**src/rtl/addr_uniq_pkg.sv**
```systemverilog
package addr_uniq_pkg;
    localparam int unsigned DEF_ADDR_W = 32;
    localparam int unsigned DEF_DEPTH  = 16;
endpackage

```
**src/rtl/uniq_history.sv**
```systemverilog
module uniq_history #(
    parameter int unsigned AW    = addr_uniq_pkg::DEF_ADDR_W,
    parameter int unsigned DEPTH = addr_uniq_pkg::DEF_DEPTH
) (
    input  logic                      clk,
    input  logic                      rst,
    input  logic                      push,
    input  logic                      restart,
    input  logic [AW-1:0]             addr,
    output logic [DEPTH-1:0][AW-1:0]  slot_o,
    output logic [DEPTH-1:0]          occ_o
);
    typedef struct packed {
        logic [DEPTH-1:0][AW-1:0] slot;
        logic [DEPTH-1:0]         occ;
    } hist_st_t;

    hist_st_t st_d, st_q;

    always_comb begin
        st_d = st_q;
        if (push) begin
            st_d.slot[0] = addr;
            st_d.occ[0]  = 1'b1;
            for (int i = 1; i < int'(DEPTH); i++) begin
                st_d.slot[i] = st_q.slot[i-1];
                st_d.occ[i]  = restart ? 1'b0 : st_q.occ[i-1];
            end
        end
    end

    always_ff @(posedge clk) begin
        if (rst) begin
            st_q <= '0;
        end else begin
            st_q <= st_d;
        end
    end

    assign slot_o = st_q.slot;
    assign occ_o  = st_q.occ;

    // Occupied slots always form a contiguous run from slot 0 (R8 fill shape)
    assert_occ_contiguous_R8: assert property (@(posedge clk) disable iff (rst)
        (st_q.occ & (st_q.occ + {{(DEPTH-1){1'b0}}, 1'b1})) == '0);

    // A burst start leaves exactly one occupied slot
    assert_restart_single_R7: assert property (@(posedge clk) disable iff (rst)
        (push && restart) |=> (st_q.occ == {{(DEPTH-1){1'b0}}, 1'b1}));
endmodule

```
**config.mk**
```make
export PLATFORM = sky130hd
export DESIGN_NAME = uniq_history
export DESIGN_NICKNAME = d
export VERILOG_FILES = /design/src/rtl/addr_uniq_pkg.sv /design/src/rtl/uniq_history.sv
export SDC_FILE = /design/constraint.sdc
export NUM_CORES = 1
export LEC_CHECK = 0
export BUFFER_PORTS_ARGS = -buffer_cell sky130_fd_sc_hd__buf_2
export CAP_MARGIN = 20
export CELL_PAD_IN_SITES_DETAIL_PLACEMENT = 1
export CELL_PAD_IN_SITES_GLOBAL_PLACEMENT = 1
export CORE_MARGIN = 3
export CORE_UTILIZATION = 25
export CTS_CLUSTER_SIZE = 28
export DETAILED_ROUTE_END_ITERATION = 6
export GPL_TIMING_DRIVEN = 0
export MAX_ROUTING_LAYER = met4
export PLACE_DENSITY = 0.65
export SYNTH_ARGS = -nofsm -noshare
export SYNTH_HDL_FRONTEND = slang
export SYNTH_SLANG_ARGS = --single-unit
```
**constraint.sdc**
```tcl
create_clock -name clk -period 1.3 [get_ports clk]
set_input_delay 0.065 -clock clk [delete_from_list [all_inputs] [get_ports clk]]
set_output_delay 0.065 -clock clk [all_outputs]
set_load 0.02 [all_outputs]
```
* Word level (Yosys, flattened, before mapping)
Cells that the tools add are included.
** Word-level totals
- Bits in registers :: 528
** Cells by class
- Mux-type cells :: 15
** Operator list (number)
- 1-bit 2-to-1 mux :: 15

* Longest topological paths before layout
- Depth in word-level cells :: 1
- Gate-level depth with buffers :: 6
- Mapped depth without buffers :: 2

* Worst setup path before layout
Ideal clock, no wire load.
- Kind :: input-to-reg
- From :: input port push
- To :: register st_q (netlist bit slot_o[100])
- Setup time :: 0.128 ns
- Data arrival time :: 0.835 ns
- Setup slack :: 0.337 ns
- Cell stages on the path :: 6
- Cells stage by stage :: buf_2 -> buf_6 -> buf_6 -> buf_6 -> mux2i_1 -> nor2_1
** RTL lines
- start, declared :: line uniq_history.sv:7 : input logic push,
- end signal, assigned :: line uniq_history.sv:36 : st_q <= st_d;
- end, declared :: line uniq_history.sv:18 : hist_st_t st_d, st_q;

* Worst setup path in the final report
- From :: register st_q (netlist bit slot_o[377])
- To :: output port slot_o[377] (netlist name)
** RTL lines
- end, declared :: line uniq_history.sv:10 : output logic [DEPTH-1:0][AW-1:0] slot_o,
No word-level cell between the ends.

==> results.ini <==
[setup_path]
critPathBufInv=1
crit_slowest_cell=dfxtp_1
cp-start-kind=flip-flop
worst_r2r_endpoint=slot_o[234]
critPathMaxFanout=3
critical_path_required_ns=1.24
r2r_slack_ns=0.40
crit_cells=1
r2r_cells=3
worstPathArrival_ns=1.20
worstPathCellList=buf_2
r2r_start=slot_o[234]
endpoint_kind=primary output
crit_start=slot_o[377]
critical_path.top_delay_family=flip-flops
critical_path_class=reg2out
critPathMaxStageDelay_ns=0.39

[clocking]
clk_pin_slew_ns=0.06
cts-htree-levels=2
tritoncts=yes
root_buffer=clkbuf_16
cts_buffer_depth=3
cts_buffers=59
clk_latency_ns=0.61
numClockSinks=528

[placed_design]
pre_cts_ws_ns=-0.6534
dp.cells=3242
place.gp.congestion=0.8362
port_buffers=561
hpwl_um=59340

[sta]
hold_ws_ns=0.2288
max_slew_margin=0.3934
min_period_ns=1.267
final_max_slew_viol_count=0
finalSetupViolCount=0
final.setup.worst_slack_ns=0.03327
worst_pin_slew_ns=0.9099
fmax_ghz=0.7894
finClkSkew_ns=0.02288
setup_tns_ns=0
fin_crit_sh=0.9744
final_hold_viol_count=0

[drt]
post_drt_wl_per_cell_um=22.37
first_pass_iters=4
viasPerCell=4.450
drtIter0Drc=477
drtAntennaViolNets=0
drc=0
via_count=15090
wirelength_um=75870

[pwr]
total_power_w=0.03553
power.density_nw_per_um2=1365
vdd_drop_max_uv=898.6
leakage_nw=12.72

[logic_synthesis]
ys_warn_count=0
synthTopCellsByArea=dfxtp_1 56%, mux2i_1 27%, nor2_1 10%
synth_cell_types=13
postSynthAreaPerCell_sq_um=10.91
syn-instance-count=1722
synthSimpleGateAreaFrac=0.1060
synth_flop_cell=dfxtp_1
synth_compound_area_frac=0.01298
synth_common_cells=528 x dfxtp_1, 514 x nor2_1, 512 x mux2i_1
synth.most_common_cell=dfxtp_1
synthArstFlopShare=0
synth_top_family_by_area=multiplexers
synth_top_area_cell=dfxtp_1
synth_edf_count=0
netlist.area_leader.share=0.5625
yosysSeqAreaShare=0.5625
syn_nets=1758
synth-xor-area-share=0
ys_ff_latch=528
syn_area_sq_um=18790
synthAdderAreaFrac=0
muxShareOfSynthArea=0.2727

[die]
num_io_pins=564
rows=99
fp.dieArea_sq_um=78500
die_w_um=280.2
die_y_um=280.2
start_util=0.2550
core-area_sq_um=73700

[grt]
grt_first_pass_wirelength_um=109400
antenna_found_initial=2
grt_max_degree=16
grt_pass1_vias=15960
overflow=0
track_usage=0.1911

[worst_hold_path]
min_path_cells=3
min_to=occ_o[1]
hold_path.class=in2reg
min_from=rst

[run]
drv_cap=0

[layout]
drive_above_1_share=0.3798
area_delta_synth_final_pct=38.53
stdcell_count=3391
nets=2418

[run_status]
status=completed

-- worst max path at each step --
stage                       end
floorplan           slot_o[100]
global placement     slot_o[28]
detailed placement     occ_o[0]
CTS                 slot_o[236]
global route        slot_o[377]
finish              slot_o[377]
-- timing repair --
action,CTS,global route
hold endpoints to repair,37,0
setup endpoints to repair,192,125
setup buffers,4,1
hold buffers,33,0
gates resized for setup,286,155
-- placed cells by master (no fill, tap or decap) --
| cell | n |
|---|---|
| clkbuf_1 | 53 |
| dlygate4sd3_1 | 33 |
| mux2i_1 | 512 |
| clkinv_8 | 2 |
| inv_1 | 15 |
| clkinv_4 | 1 |
| diode_2 | 2 |
| buf_8 | 1 |
| inv_6 | 2 |
| bufinv_16 | 4 |
| clkbuf_8 | 16 |
| clkinvlp_4 | 7 |
| or2_1 | 1 |
| buf_4 | 245 |
| buf_1 | 2 |
| clkinv_2 | 12 |
| dfxtp_2 | 147 |
| clkbuf_16 | 59 |
| nor2_1 | 514 |
| clkbuf_4 | 15 |
| clkdlybuf4s15_1 | 1 |
| dfxtp_1 | 361 |
| o32ai_2 | 15 |
| dfxtp_4 | 20 |
| buf_2 | 346 |
| nand2_1 | 15 |
| buf_6 | 31 |
-- registers in the layout, indices dropped and copies added (netlist names) --
name    cells
slot_o    512
occ_o      16
-- cells by family after synthesis --
logic type,count (synthesis)
AND/OR/NAND/NOR,530
AO/OA/AOI/OAI,15
buffers and inverters,137
flip-flops,528
multiplexers,512
-- metrics by stage --
stage | utilization | area [sq um]
6_report | 0.3532 | 26030
3_5_place_dp | 0.3094 | 22800
5_1_grt | 0.3532 | 26030
4_1_cts | 0.3493 | 25740
2_1_floorplan | - | 18790
3_3_place_gp | 0.3094 | 22800
-- where the power goes --
| part | leakage (nW) | switching [W] | internal [W] | total, W |
|---|---|---|---|---|
| combinational | 7.39 | 0.00125 | 0.000777 | 0.00202 |
| clock | 0.981 | 0.00706 | 0.0100 | 0.0171 |
| sequential | 4.35 | 0.000128 | 0.0163 | 0.0164 |
-- area by class of cell --
cell class	instances	area [sq um]
well taps	959	1200
plain buffers	122	812.0
diodes	2	5.005
inverters	15	56.30
clock buffers	81	1719
fillers	8312	47670
multi-input cells	1057	7361
repair buffers	599	3760
flip-flops and latches	528	10830
clock inverters	28	291.5
-- metal layers --
layer / vias up / global-route usage / part of all wire
li1: 7070 / - / -
met1: 7448 / 0.2162 / 0.41
met2: 456 / 0.3307 / 0.49
met3: 117 / 0.04993 / 0.068
met4: 0 / 0.05815 / 0.032
met5: - / - / 0
Power figures use the tool's default switching activity.
